**config.mk**
```make
export PLATFORM = sky130hd
export DESIGN_NAME = cc_connect_matcher
export DESIGN_NICKNAME = d
export VERILOG_FILES = /design/src/rtl/cc_pkg.sv /design/src/rtl/cc_sample_shift.sv /design/src/rtl/cc_pair_compare.sv /design/src/rtl/cc_seq_ctrl.sv /design/src/rtl/cc_connect_matcher.sv
export SDC_FILE = /design/constraint.sdc
export NUM_CORES = 1
export LEC_CHECK = 0
export CAP_MARGIN = 20
export CORE_UTILIZATION = 38
export CTS_BUF_LIST = sky130_fd_sc_hd__clkbuf_2
export CTS_CLUSTER_DIAMETER = 200
export CTS_CLUSTER_SIZE = 40
export DETAILED_ROUTE_END_ITERATION = 7
export DONT_BUFFER_PORTS = 1
export HOLD_SLACK_MARGIN = 0.02
export PLACE_DENSITY = 0.49
export RECOVER_POWER = 25
export SYNTH_ARGS = -nofsm -noshare
export SYNTH_HDL_FRONTEND = slang
export SYNTH_SLANG_ARGS = --single-unit
```
**constraint.sdc**
```tcl
create_clock -name clk -period 7.15 [get_ports clk]
set_input_delay 0.715 -clock clk [delete_from_list [all_inputs] [get_ports clk]]
set_output_delay 0.715 -clock clk [all_outputs]
set_load 0.01 [all_outputs]
```
**src/rtl/cc_pkg.sv**
```systemverilog
`timescale 1ns/1ps
package cc_pkg;
  typedef enum logic [1:0] {
    MODE_STOP   = 2'b00,
    MODE_DIRECT = 2'b01,
    MODE_TWO    = 2'b10,
    MODE_THREE  = 2'b11
  } cc_mode_e;

  typedef enum logic [1:0] {
    ST_IDLE,
    ST_PREP,
    ST_WAIT_L,
    ST_SEARCH
  } cc_state_e;
endpackage

```
**src/rtl/cc_sample_shift.sv**
```systemverilog
`timescale 1ns/1ps
module cc_sample_shift #(
  parameter int W     = 16,
  parameter int DEPTH = 6
) (
  input  logic               clk,
  input  logic               rst_n,
  input  logic               shift_en,
  input  logic [W-1:0]       din,
  output logic [DEPTH*W-1:0] dout,
  output logic [DEPTH*W-1:0] dout_next
);
  logic [DEPTH*W-1:0] mem_q;

  // newest entry lands at the top slot, oldest sits in slot 0
  always_comb begin
    dout_next = {din, mem_q[DEPTH*W-1:W]};
  end

  always_ff @(posedge clk or negedge rst_n) begin
    if (!rst_n) mem_q <= '0;
    else if (shift_en) mem_q <= dout_next;
  end

  assign dout = mem_q;

  AST_SHIFT_HOLD: assert property (@(posedge clk) disable iff (!rst_n)
    !shift_en |=> $stable(dout));
endmodule

```
**src/rtl/cc_pair_compare.sv**
```systemverilog
`timescale 1ns/1ps
module cc_pair_compare #(
  parameter int W        = 16,
  parameter int PAIRS    = 3,
  parameter int LOW_BITS = 4,
  localparam int CW      = $clog2(PAIRS + 1)
) (
  input  logic [2*PAIRS*W-1:0] ref_flat,
  input  logic [2*PAIRS*W-1:0] win_flat,
  input  logic                 mask_en,
  output logic [CW-1:0]        match_count,
  output logic                 all_match
);
  logic [W-1:0]     keep;
  logic [PAIRS-1:0] pair_eq;

  assign keep = mask_en ? {{(W-LOW_BITS){1'b1}}, {LOW_BITS{1'b0}}} : {W{1'b1}};

  for (genvar p = 0; p < PAIRS; p++) begin : g_pair
    logic [W-1:0] diff_l, diff_r;
    assign diff_l = (ref_flat[(2*p)*W +: W]   ^ win_flat[(2*p)*W +: W])   & keep;
    assign diff_r = (ref_flat[(2*p+1)*W +: W] ^ win_flat[(2*p+1)*W +: W]) & keep;
    assign pair_eq[p] = (diff_l == '0) && (diff_r == '0);
  end

  always_comb begin
    match_count = '0;
    for (int p = 0; p < PAIRS; p++) match_count = match_count + CW'(pair_eq[p]);
  end

  assign all_match = &pair_eq;
endmodule

```
**src/rtl/cc_seq_ctrl.sv**
```systemverilog
`timescale 1ns/1ps
module cc_seq_ctrl
  import cc_pkg::*;
#(
  parameter int PAIRS        = 3,
  parameter int PREP_CYCLES  = 960,
  parameter int DIRECT_WORDS = 3,
  localparam int CW          = $clog2(PAIRS + 1)
) (
  input  logic          clk,
  input  logic          rst_n,
  input  logic          cmd_valid,
  input  logic [1:0]    cmd_mode,
  input  logic          smp_valid,
  input  logic          smp_right,
  input  logic [CW-1:0] match_count,
  input  logic          all_match,
  output logic          ref_shift,
  output logic          win_shift,
  output logic          busy,
  output logic          done
);
  localparam int WORDS    = 2 * PAIRS;
  localparam int WW       = $clog2(WORDS + 1);
  localparam int PW       = $clog2(PREP_CYCLES + 1);
  localparam int TWO_NEED = PAIRS - 1;

  cc_state_e state_q, state_d;
  cc_mode_e  mode_q, mode_d, cmd_m;
  logic [PW-1:0] prep_q, prep_d;
  logic [WW-1:0] cnt_q, cnt_d, cnt_inc;
  logic primed_q, primed_d, done_q, done_d, pass;

  assign cmd_m   = cc_mode_e'(cmd_mode);
  assign cnt_inc = (cnt_q >= WW'(WORDS)) ? WW'(WORDS) : cnt_q + 1'b1;
  assign pass    = (mode_q == MODE_THREE) ? all_match : (match_count >= CW'(TWO_NEED));

  always_comb begin
    state_d = state_q; mode_d = mode_q; prep_d = prep_q; cnt_d = cnt_q;
    primed_d = primed_q; done_d = 1'b0; ref_shift = 1'b0; win_shift = 1'b0;
    if (cmd_valid) begin
      if (cmd_m != MODE_STOP) begin
        mode_d   = cmd_m;
        cnt_d    = '0;
        prep_d   = PW'(PREP_CYCLES - 1);
        state_d  = primed_q ? ST_WAIT_L : ST_PREP;
        primed_d = 1'b1;
      end else if (state_q != ST_IDLE) begin
        state_d = ST_IDLE;
      end
    end else begin
      case (state_q)
        ST_IDLE: ref_shift = smp_valid;
        ST_PREP: begin
          if (prep_q == '0) state_d = ST_WAIT_L;
          else prep_d = prep_q - 1'b1;
        end
        ST_WAIT_L: begin
          if (smp_valid && !smp_right) begin
            win_shift = 1'b1;
            cnt_d     = WW'(1);
            state_d   = ST_SEARCH;
          end
        end
        default: begin
          if (smp_valid) begin
            win_shift = 1'b1;
            cnt_d     = cnt_inc;
            if (mode_q == MODE_DIRECT) begin
              if (cnt_inc >= WW'(DIRECT_WORDS)) begin
                done_d = 1'b1; state_d = ST_IDLE;
              end
            end else if (smp_right && cnt_inc == WW'(WORDS) && pass) begin
              done_d = 1'b1; state_d = ST_IDLE;
            end
          end
        end
      endcase
    end
  end

  always_ff @(posedge clk or negedge rst_n) begin
    if (!rst_n) begin
      state_q <= ST_IDLE; mode_q <= MODE_STOP; prep_q <= '0;
      cnt_q <= '0; primed_q <= 1'b0; done_q <= 1'b0;
    end else begin
      state_q <= state_d; mode_q <= mode_d; prep_q <= prep_d;
      cnt_q <= cnt_d; primed_q <= primed_d; done_q <= done_d;
    end
  end

  assign busy = (state_q != ST_IDLE);
  assign done = done_q;

  AST_START_BUSY: assert property (@(posedge clk) disable iff (!rst_n)
    (cmd_valid && cmd_mode != 2'b00) |=> busy);
  AST_STOP_QUIET: assert property (@(posedge clk) disable iff (!rst_n)
    (cmd_valid && cmd_mode == 2'b00) |=> (!busy && !done));
  AST_PREP_RANGE: assert property (@(posedge clk) disable iff (!rst_n)
    (state_q == ST_PREP) |-> (prep_q < PW'(PREP_CYCLES)));
  AST_RESTART_NO_PREP: assert property (@(posedge clk) disable iff (!rst_n)
    (cmd_valid && cmd_mode != 2'b00 && primed_q) |=> (state_q == ST_WAIT_L));
  AST_FULL_COUNT: assert property (@(posedge clk) disable iff (!rst_n)
    all_match |-> (match_count == CW'(PAIRS)));
  AST_DONE_PULSE: assert property (@(posedge clk) disable iff (!rst_n)
    done |=> !done);
  AST_DONE_FROM_ACTIVE: assert property (@(posedge clk) disable iff (!rst_n)
    done |-> ($past(busy) && !busy));
endmodule

```
**src/rtl/cc_connect_matcher.sv**
```systemverilog
`timescale 1ns/1ps
module cc_connect_matcher #(
  parameter int SAMPLE_W     = 16,
  parameter int PAIRS        = 3,
  parameter int LOW_BITS     = 4,
  parameter int PREP_CYCLES  = 960,
  parameter int DIRECT_WORDS = 3
) (
  input  logic                clk,
  input  logic                rst_n,
  input  logic                cmd_valid,
  input  logic [1:0]          cmd_mode,
  input  logic                cmp12,
  input  logic                smp_valid,
  input  logic                smp_right,
  input  logic [SAMPLE_W-1:0] smp_data,
  output logic                busy,
  output logic                connect_done
);
  localparam int DEPTH = 2 * PAIRS;
  localparam int CW    = $clog2(PAIRS + 1);

  logic [1:0] rst_pipe;
  logic       rst_sn;
  always_ff @(posedge clk or negedge rst_n) begin
    if (!rst_n) rst_pipe <= '0;
    else rst_pipe <= {rst_pipe[0], 1'b1};
  end
  assign rst_sn = rst_pipe[1];

  logic ref_shift, win_shift, all_match;
  logic [CW-1:0] match_count;
  logic [DEPTH*SAMPLE_W-1:0] ref_q, ref_nx, win_q, win_nx;

  cc_sample_shift #(.W(SAMPLE_W), .DEPTH(DEPTH)) u_ref (
    .clk(clk), .rst_n(rst_sn), .shift_en(ref_shift), .din(smp_data),
    .dout(ref_q), .dout_next(ref_nx));

  cc_sample_shift #(.W(SAMPLE_W), .DEPTH(DEPTH)) u_win (
    .clk(clk), .rst_n(rst_sn), .shift_en(win_shift), .din(smp_data),
    .dout(win_q), .dout_next(win_nx));

  cc_pair_compare #(.W(SAMPLE_W), .PAIRS(PAIRS), .LOW_BITS(LOW_BITS)) u_cmp (
    .ref_flat(ref_q), .win_flat(win_nx), .mask_en(cmp12),
    .match_count(match_count), .all_match(all_match));

  cc_seq_ctrl #(.PAIRS(PAIRS), .PREP_CYCLES(PREP_CYCLES), .DIRECT_WORDS(DIRECT_WORDS)) u_ctrl (
    .clk(clk), .rst_n(rst_sn), .cmd_valid(cmd_valid), .cmd_mode(cmd_mode),
    .smp_valid(smp_valid), .smp_right(smp_right), .match_count(match_count),
    .all_match(all_match), .ref_shift(ref_shift), .win_shift(win_shift),
    .busy(busy), .done(connect_done));

  // the reference snapshot and the window state are observed only through the comparator
  logic unused_nx;
  assign unused_nx = ^{ref_nx, win_q};
endmodule

```
==> flow_summary_export.csv, run 1 <==
group,metric,value,unit
status,status,"finished with violations",
status,violations,"max-capacitance violations, max-slew violations",
routing,first_iter_violations,172,
place,dp_hpwl,10.90,mm
finish,syn2layout_area_growth,8.760,%
die,fp.coreArea,22570,um2
routing,drc,0,
clock_tree,postCtsSetupBuffers,0,
die,die_x,153.5,um
finish,fin_area,9492,um2
power,power.density,393.2,nW/um2
logic_synthesis,synth_cell_types,42,
setup_path,setup.worst_path.start_class,"flop",
setup_path,cp_max_fo,68,
timing,rsz0062_at_grt,"false",
finish,final_util,42.05,%
logic_synthesis,syn_avg_cell_area,13.83,um2
routing,wl_per_cell,17.43,um
global_route,grt_max_degree,78,
global_route,grt-ovfl-total,0,
power,leakagePower,4.269,nW
min_path,hold_path.class,"input pin to flop",
setup_path,cpLargestDelayFamily,"flip-flops",
setup_path,crit_arrival,4.10,ns
job,cap_violations,1,
finish,layout.cells.most_common,"dfrtp_1",
clock_tree,cts.path.max_buffers,2,
setup_path,rrSetupSlack,3.90,ns
routing,vias_per_cell,5.050,
setup_path,crit_path_end_kind,"async pin",
timing,final-max-slew-violation-count,69,
setup_path,critPathRequiredTime,7.99,ns
place,place.gp.congestion,0.7745,
timing,worst_slew_pin_slew,2.851,ns
logic_synthesis,synth_warnings,0,
timing,period_minus_slack,3.254,ns
global_route,antenna_found_initial,1,
global_route,grt_pass1_wl,28.01,mm
logic_synthesis,synthCells,631,
die,die_y,153.5,um
clock_tree,clk_pin_slew,0.31,ns
clock_tree,cts_resized,0,
die,die_area,23580,um2
routing,vias,4823,
setup_path,path_cells,"buf_4",
place,io_buffers,0,
die,start_util,38.66,%
logic_synthesis,synth_edf_count,0,
setup_path,crit_buf_inv,1,
clock_tree,cts_sinks,197,
power,p_total,0.003732,W
die,rows,55,
setup_path,crit_slowest_cell,"dfrtp_1",
global_route,grt_usage,15.19,%
finish,layout-drive-gt1-share,32.44,%
finish,final_cell_mix,"dfrtp_1 (197), mux2_2 (177), xor2_1 (57)",
logic_synthesis,synth-seq-area-share,56.49,%
logic_synthesis,synth_nets,663,
routing,antenna_left,0,
clock_tree,cts_tree,"built",
routing,dr.pass1.iters,4,
logic_synthesis,ys_seq_elements,197,
power,ir_drop,0.1465,mV
global_route,grt_pass1_vias,5247,
setup_path,slowest_delay,2.33,ns
clock_tree,holdBufCountCts,21,
timing,fmax,307.3,MHz
clock_tree,numCtsBuffers,17,
die,ioPinCount,26,
place,dpl_cell_area,9055,um2
clock_tree,htree_num_levels,4,
timing,fin_skew,0.04356,ns
timing,slew_headroom,-90.03,%
timing,finalSetupViolations,0,
routing,routed_wl,16.65,mm
finish,nNetsFinal,688,
clock_tree,clk-insertion-delay-late,0.76,ns
clock_tree,ctsRootBufferMaster,"clkbuf_2",
timing,setup_tns,0,ns
logic_synthesis,netlist_area,8727,um2
timing,hold_violations,0,
timing,finalCritPeriodShare,45.52,%
logic_synthesis,synth-main-ff-cell,"dfrtp_1",
logic_synthesis,async_flop_share,100.0,%
setup_path,worstSetupPathType,"flop to async pin",
layout make-up:
| cell class | instances | area, um2 |
|---|---|---|
| Tap cell | 285 | 356.6 |
| Multi-Input combinational cell | 404 | 3679 |
| Clock buffer | 17 | 85.08 |
| Timing Repair Buffer | 26 | 267.8 |
| Clock inverter | 15 | 133.9 |
| Fill cell | 2122 | 13080 |
| Antenna cell | 1 | 2.502 |
| Inverter | 10 | 37.54 |
| Sequential cell | 197 | 4930 |
layer usage:
layer / vias to the layer above / track usage (%) / part of all wire, %
met5: - / 0 / 0
met4: 0 / 3.857 / 0.93
met3: 14 / 3.213 / 2.6
met2: 61 / 24.26 / 46
met1: 2467 / 21.02 / 50
li1: 2281 / - / -
state kept, by name, indices dropped and copies added (netlist names):
name	cells
u_ctrl.cnt_q	3
u_ref.dout	96
u_ctrl.primed_q	1
rst_pipe	2
u_ctrl.mode_q	2
u_ctrl.done	1
u_win.dout	80
u_ctrl.state_q	2
u_ctrl.prep_q	10
synthesized netlist by cell type, types with 2 or more instances:
library cell,instances,area share [%]
a41oi_1,2,0.20
nand3b_1,3,0.26
nor4_2,2,0.29
nand3_1,4,0.23
buf_1,6,0.26
nor4_1,16,1.1
nand2b_1,2,0.14
dfrtp_1,197,56
a21oi_1,11,0.63
nand4_1,14,1.0
mux2_2,177,23
a22oi_1,2,0.17
o21ai_1,3,0.17
o21ai_0,5,0.29
xor2_1,57,5.7
buf_2,5,0.29
clkbuf_1,9,0.39
inv_1,10,0.43
nand2_1,14,0.60
and3_1,2,0.14
ha_1,8,1.1
nor2_1,13,0.56
xnor2_1,46,4.6
nor3_1,4,0.23
or3_1,2,0.14
power breakdown:
part	leakage [nW]	switching (W)	internal [W]
clock	0.137	0.000415	0.000110
combinational	1.70	0.000460	0.000726
sequential	2.43	0.000448	0.00157
total	4.27	0.00132	0.00241
path summary, 6_finish.rpt:
kind,endpoint,start,cells after the start
max,u_win.dout[76]$_DFFE_PN0P_,rst_pipe[1]$_DFF_PN0_,1
min,u_ctrl.mode_q[0]$_DFFE_PN0P_,cmd_mode[1],3
max reg2reg,u_win.dout[76]$_DFFE_PN0P_,rst_pipe[1]$_DFF_PN0_,1
min reg2reg,rst_pipe[1]$_DFF_PN0_,rst_pipe[0]$_DFF_PN0_,0
max in group clk,u_ref.dout[60]$_DFFE_PN0P_,u_ctrl.state_q[0]$_DFFE_PN0P_,5
min in group asynchronous,rst_pipe[0]$_DFF_PN0_,rst_n,2
logic make-up (layout without fill, tap and decap cells):
| group | count (synthesis) | after routing | synth area share (%) |
|---|---|---|---|
| xor+xnor | 103 | 103 | 10.34 |
| flops | 197 | 197 | 56.49 |
| mux | 179 | 179 | 23.13 |
| buf+inv | 30 | 68 | 1.362 |
| compound gates | 32 | 32 | 2.323 |
| simple gates | 81 | 81 | 5.176 |
| fa+ha+maj | 8 | 8 | 1.147 |
| other cells | 1 | 2 | 0.04297 |
metrics by stage:
step	setup WS [ns]	hold slack (ns)	instances
after CTS	4.030	0.03953	953
after global routing	3.197	0.02800	955
after global placement	3.798	0.3401	900
after detailed placement	3.767	0.3436	900
final	3.896	0.1357	955
after floorplan	1.254	0.3312	631
Power figures use the tool's default switching activity.
==> run 2: changes to the inputs <==
- PLACE_DENSITY: 0.49 -> 0.51
- clock period: 7.15 -> 2.7 ns (I/O delays scaled with it)
==> run 2 against run 1 <==
  * The flow finishes with violations (negative setup slack)
  * Largest power group unchanged
  * Highest routed layer unchanged
  * Largest cell class unchanged
  * Non-clock buffer count rose by 44
  * Worst setup slack lost 4.1 ns
  * Via count is 4.2% higher
  * Total power grew to 2.8 times the previous value
  * Routed wire length is 3.1% higher
  * Fmax increased by 12%
  * Hold slack gained 0.061 ns
==> flow_summary_export.csv, run 2 (same netlist as run 1, synthesis figures left out) <==
group,metric,value,unit
die,die_x,153.5,um
job,cap_violations,0,
die,ioPinCount,26,
finish,largest_reg_flops,96,
place,dp_hpwl,11.85,mm
timing,rsz0062_at_grt,"true",
timing,finalSetupViolations,2,
clock_tree,cts.path.max_buffers,2,
finish,syn2layout_area_growth,14.72,%
die,die_area,23580,um2
timing,setup_slack,-0.2130,ns
timing,fin_skew,0.04208,ns
timing,period_minus_slack,2.913,ns
finish,final_cell_mix,"dfrtp_1 (197), mux2_2 (177), xor2_1 (57)",
clock_tree,cts_sinks,197,
timing,fmax,343.3,MHz
power,p_total,0.01047,W
timing,hold_violations,0,
global_route,grt_pass1_wl,28.46,mm
global_route,grt-ovfl-total,0,
die,fp.coreArea,22570,um2
routing,drc,0,
power,power.density,1045,nW/um2
routing,wl_per_cell,17.12,um
power,leakagePower,4.536,nW
finish,layout.cells.most_common,"dfrtp_1",
die,start_util,38.66,%
setup_path,worstSetupPathType,"flop to flop",
finish,nFillCells,2087,
setup_path,setup.worst_path.start_class,"flop",
timing,finalCritPeriodShare,107.9,%
min_path,hold_path.class,"input pin to flop",
die,die_y,153.5,um
global_route,grt_pass1_vias,5398,
clock_tree,clk-insertion-delay-late,0.76,ns
status,status,"finished with violations",
timing,slew_headroom,31.12,%
status,violations,"negative setup slack",
routing,first_iter_violations,195,
global_route,antenna_found_initial,1,
finish,fin_area,10010,um2
timing,final-max-slew-violation-count,0,
place,place.gp.congestion,0.7723,
clock_tree,clk_pin_slew,0.33,ns
timing,setup_tns,-0.3776,ns
setup_path,crit_arrival,3.57,ns
finish,final_util,44.36,%
clock_tree,cts_tree,"built",
place,io_buffers,0,
routing,vias_per_cell,5.017,
die,rows,55,
routing,dr.pass1.iters,4,
global_route,grt_max_degree,87,
routing,vias,5027,
routing,routed_wl,17.16,mm
global_route,grt_usage,15.46,%
place,dpl_cell_area,9440,um2
routing,antenna_left,0,
finish,layout-drive-gt1-share,37.31,%
clock_tree,ctsRootBufferMaster,"clkbuf_2",
finish,nNetsFinal,732,
setup_path,crit_path_end_kind,"flop",
power,ir_drop,0.3913,mV
clock_tree,numCtsBuffers,17,
timing,worst_slew_pin_slew,1.033,ns
setup_path,cp_max_fo,2,
setup_path,critPathRequiredTime,3.36,ns
clock_tree,htree_num_levels,4,
-- run 2: cell count changes in the layout (fill, tap and decap cells not counted), moves of 4 or more --
cell           delta
nor4_2            +5
dlygate4sd3_1     +5
buf_4            +31
clkinv_8          +4
buf_12            +7
nor4_1            -5
-- run 2: power breakdown --
part	switching, W	internal, W
logic	0.00143	0.00225
clock network	0.00111	0.000393
registers	0.00112	0.00416
-- run 2: what timing repair did --
item,4_1_cts,5_1_grt
hold endpoints to repair,57,0
hold buffers,26,0
setup endpoints to repair,2,3
gates resized for setup,5,2
cloned,0,0
pin swaps,3,4
setup buffers,1,1
-- run 2: worst paths after layout --
| kind | startpoint | cells past startpoint | endpoint | slack, ns |
|---|---|---|---|---|
| max in group asynchronous | rst_pipe[1]$_DFF_PN0_ | 1 | u_ref.dout[38]$_DFFE_PN0P_ | 0.79 |
| min reg2reg | rst_pipe[0]$_DFF_PN0_ | 0 | rst_pipe[1]$_DFF_PN0_ | 0.39 |
| min | smp_right | 3 | u_win.dout[33]$_DFFE_PN0P_ | 0.20 |
| max reg2reg | u_win.dout[37]$_DFFE_PN0P_ | 10 | u_ctrl.state_q[0]$_DFFE_PN0P_ | -0.21 |
| min in group asynchronous | rst_n | 2 | rst_pipe[1]$_DFF_PN0_ | 0.24 |
| max | u_win.dout[37]$_DFFE_PN0P_ | 10 | u_ctrl.state_q[0]$_DFFE_PN0P_ | -0.21 |
-- run 2: critical path, stage by stage (launching register included) --
cell,delay [ns]
dfrtp_1,0.47
xor2_1,0.18
nor4_2,0.37
nand4_1,0.18
nor4_2,0.34
ha_1,0.20
a21oi_1,0.04
or3_1,0.35
a41oi_2,0.14
a21bo_2,0.26
mux2_4,0.29
-- run 2: cell type report --
| cell class | count | area (um2) | share of cell area [%] |
|---|---|---|---|
| multi-input cells | 404 | 3741 | 37.37 |
| inverters | 10 | 37.54 | 0.3749 |
| clock buffers | 19 | 95.09 | 0.9498 |
| diodes | 4 | 10.01 | 0.09998 |
| flip-flops and latches | 197 | 4930 | 49.24 |
| clock inverters | 13 | 166.4 | 1.662 |
| repair buffers | 70 | 675.6 | 6.748 |
| well taps | 285 | 356.6 | 3.562 |
-- run 2: metrics by stage --
stage | hold slack, ns | instances | setup WS (ns)
after floorplan | -0.02559 | 631 | 0.2387
final | 0.1969 | 1002 | -0.2130
after global routing | 0.09262 | 1002 | -0.3396
after detailed placement | -0.02553 | 938 | -0.1913
after CTS | 0.06850 | 997 | -0.1506
after global placement | -0.02555 | 938 | -0.1500
-- run 2: per-layer routing --
layer / wire (um) / part of all wire, % / global-route usage (%)
met4: 125 / 0.73 / 3.619
met1: 8572 / 50 / 21.56
met2: 8019 / 47 / 24.74
met5: 0 / 0 / 0
met3: 437 / 2.5 / 3.157
==> run 3: changes to the inputs <==
- BUFFER_PORTS_ARGS: unset -> -buffer_cell sky130_fd_sc_hd__buf_2
- DONT_BUFFER_PORTS: 1 -> unset
- PLACE_DENSITY: 0.51 -> 0.52
- SLEW_MARGIN: unset -> 5
==> run 3 against run 2 <==
  * The run ends with max-capacitance violations, max-slew violations, negative setup slack left
  * Critical path depth grew 1
  * Design area rose by 1.7%
  * Core utilization grew 0.74 points
  * Total power about the same
  * Critical path type unchanged
  * Sequential cell count unchanged
  * Critical endpoint unchanged
==> flow_summary_export.csv, run 3 (same netlist as run 1, synthesis figures left out) <==
group,metric,value,unit
finish,layout.cells.most_common,"dfrtp_1",
min_path,hold_path.class,"input pin to flop",
power,p_comb_share,36.1,%
setup_path,cp_max_fo,2,
routing,dr.pass1.iters,4,
global_route,grt_usage,15.35,%
die,rows,55,
clock_tree,cts_sinks,197,
job,cap_violations,1,
clock_tree,clk_pin_slew,0.31,ns
timing,slew_headroom,-2.104,%
die,start_util,38.66,%
routing,antenna_left,0,
timing,fmax,355.5,MHz
timing,worst_slew_pin_slew,1.532,ns
place,place_ws,-0.2694,ns
timing,fin_skew,0.05417,ns
setup_path,crit_path_end_kind,"flop",
setup_path,slowest_delay,0.47,ns
status,status,"finished with violations",
timing,period_minus_slack,2.813,ns
clock_tree,cts_tree,"built",
power,switching_power,0.003683,W
clock_tree,htree_num_levels,4,
power,ir_drop,0.4156,mV
global_route,grt-ovfl-total,0,
finish,syn2layout_area_growth,16.63,%
clock_tree,clk-insertion-delay-late,0.78,ns
global_route,grt_max_degree,74,
setup_path,critPathRequiredTime,3.40,ns
finish,largest_reg_flops,96,
power,power.density,1028,nW/um2
routing,vias,5098,
timing,finalSetupViolations,2,
place,dp_hpwl,11.83,mm
routing,wl_per_cell,16.30,um
setup_path,crit_arrival,3.51,ns
setup_path,path_cells,"xor2_1 > nor4_1 > a21oi_1 > nor4_2 > buf_4 > ha_4 > nor3b_2 > nand4_1 > a41oi_2 > a21bo_2 > mux2_4",
power,pwr-share-clk,13.6,%
setup_path,setup.worst_path.start_class,"flop",
clock_tree,numCtsBuffers,17,
power,swShare,35.20,%
finish,layout-drive-gt1-share,40.27,%
timing,holdWs,0.1122,ns
die,die_y,153.5,um
die,fp.coreArea,22570,um2
clock_tree,cts.path.max_buffers,2,
clock_tree,ctsRootBufferMaster,"clkbuf_2",
global_route,antenna_found_initial,1,
timing,finalCritPeriodShare,104.2,%
die,die_x,153.5,um
status,violations,"max-capacitance violations, max-slew violations, negative setup slack",
routing,drc,0,
place,io_buffers,25,
routing,vias_per_cell,4.921,
finish,final_cell_mix,"dfrtp_1 (197), mux2_2 (177), xor2_1 (57)",
die,die_area,23580,um2
finish,nNetsFinal,769,
timing,setup_slack,-0.1128,ns
power,power.internal,0.006781,W
setup_path,worstSetupPathType,"flop to flop",
finish,final_util,45.09,%
die,ioPinCount,26,
timing,setup_tns,-0.1810,ns
power,p_seq_share,50.3,%
finish,ff_latch_area,4930,um2
timing,final-max-slew-violation-count,37,
global_route,grt_pass1_vias,5448,
timing,hold_violations,0,
setup_path,crit_slowest_cell,"dfrtp_1",
finish,multi_input_area,3752,um2
finish,nFillCells,2079,
global_route,grt_pass1_wl,28.31,mm
routing,routed_wl,16.88,mm
routing,first_iter_violations,199,
power,leakagePower,4.673,nW
place,place.gp.congestion,0.7827,
timing,rsz0062_at_grt,"true",
==> run 3: cell types whose count changed in the layout (fill, tap and decap cells not counted), moves of 2 or more <==
cell / previous run / this run
buf_4: 35 / 49
clkbuf_2: 20 / 17
clkbuf_1: 0 / 2
clkinv_2: 0 / 2
buf_12: 7 / 5
inv_6: 3 / 6
buf_2: 0 / 25
clkinvlp_4: 3 / 0
diode_2: 4 / 1
==> run 3: power by group through the flow <==
| stage | logic, W | clock network (W) | registers (W) |
|---|---|---|---|
| floorplan | 0.00262 | 0 | 0.00507 |
| global placement | 0.00365 | 0 | 0.00527 |
| detailed placement | 0.00375 | 0 | 0.00536 |
| CTS | 0.00382 | 0.00151 | 0.00528 |
| global route | 0.00415 | 0.00162 | 0.00546 |
| finish | 0.00378 | 0.00142 | 0.00527 |
==> run 3: worst paths after layout <==
path / slack [ns] / endpoint / start / depth (start not counted)
worst max-delay path: -0.11 / u_ctrl.state_q[0]$_DFFE_PN0P_ / u_win.dout[34]$_DFFE_PN0P_ / 11
worst min-delay path: 0.11 / u_ctrl.cnt_q[0]$_DFFE_PN0P_ / smp_right / 6
worst max register to register: -0.11 / u_ctrl.state_q[0]$_DFFE_PN0P_ / u_win.dout[34]$_DFFE_PN0P_ / 11
worst min register to register: 0.41 / rst_pipe[1]$_DFF_PN0_ / rst_pipe[0]$_DFF_PN0_ / 0
max in group asynchronous: 0.35 / u_win.dout[24]$_DFFE_PN0P_ / rst_pipe[1]$_DFF_PN0_ / 1
min in group asynchronous: 0.26 / rst_pipe[1]$_DFF_PN0_ / rst_n / 3
==> run 3: layout make-up <==
class | count | area share (%)
Clock inverter | 15 | 1.512
Tap cell | 285 | 3.503
Timing Repair Buffer | 107 | 8.457
Clock buffer | 17 | 0.8359
Antenna cell | 1 | 0.02459
Inverter | 10 | 0.3688
Multi-Input combinational cell | 404 | 36.87
Sequential cell | 197 | 48.43
==> run 3: metrics by stage <==
stage	instances	cell area (um2)	power, W
2_1_floorplan	631	8731	0.007683
3_3_place_gp	974	9623	0.008921
3_5_place_dp	974	9623	0.009108
4_1_cts	1035	10170	0.01061
5_1_grt	1036	10180	0.01123
6_report	1036	10180	0.01046
==> run 3: what timing repair did <==
| action | in CTS | in global routing |
|---|---|---|
| gates resized for setup | 4 | 5 |
| pin swaps | 4 | 2 |
| setup buffers | 3 | 1 |
| setup endpoints to repair | 3 | 3 |
| hold buffers | 26 | 0 |
| hold endpoints to repair | 53 | 0 |
==> run 3: per-layer routing <==
layer  share of wire (%)  vias up  global-route usage, %
li1                    -     2451                      -
met1                  50     2588                  21.63
met2                  47       44                  24.13
met3                 1.7       15                  2.621
met4                 1.3        0                  4.857
met5                   0        -                      0
==> run 3: worst max-delay path: cells and delay by family, from the launching register on <==
| kind | cells | cell delay, ns |
|---|---|---|
| AND/OR/NAND/NOR | 4 | 0.93 |
| AO/OA/AOI/OAI | 3 | 0.61 |
| multiplexers | 1 | 0.29 |
| adder cells (fa/ha/maj) | 1 | 0.12 |
| buffers and inverters | 1 | 0.16 |
| XOR/XNOR | 1 | 0.17 |
| flip-flops | 1 | 0.47 |
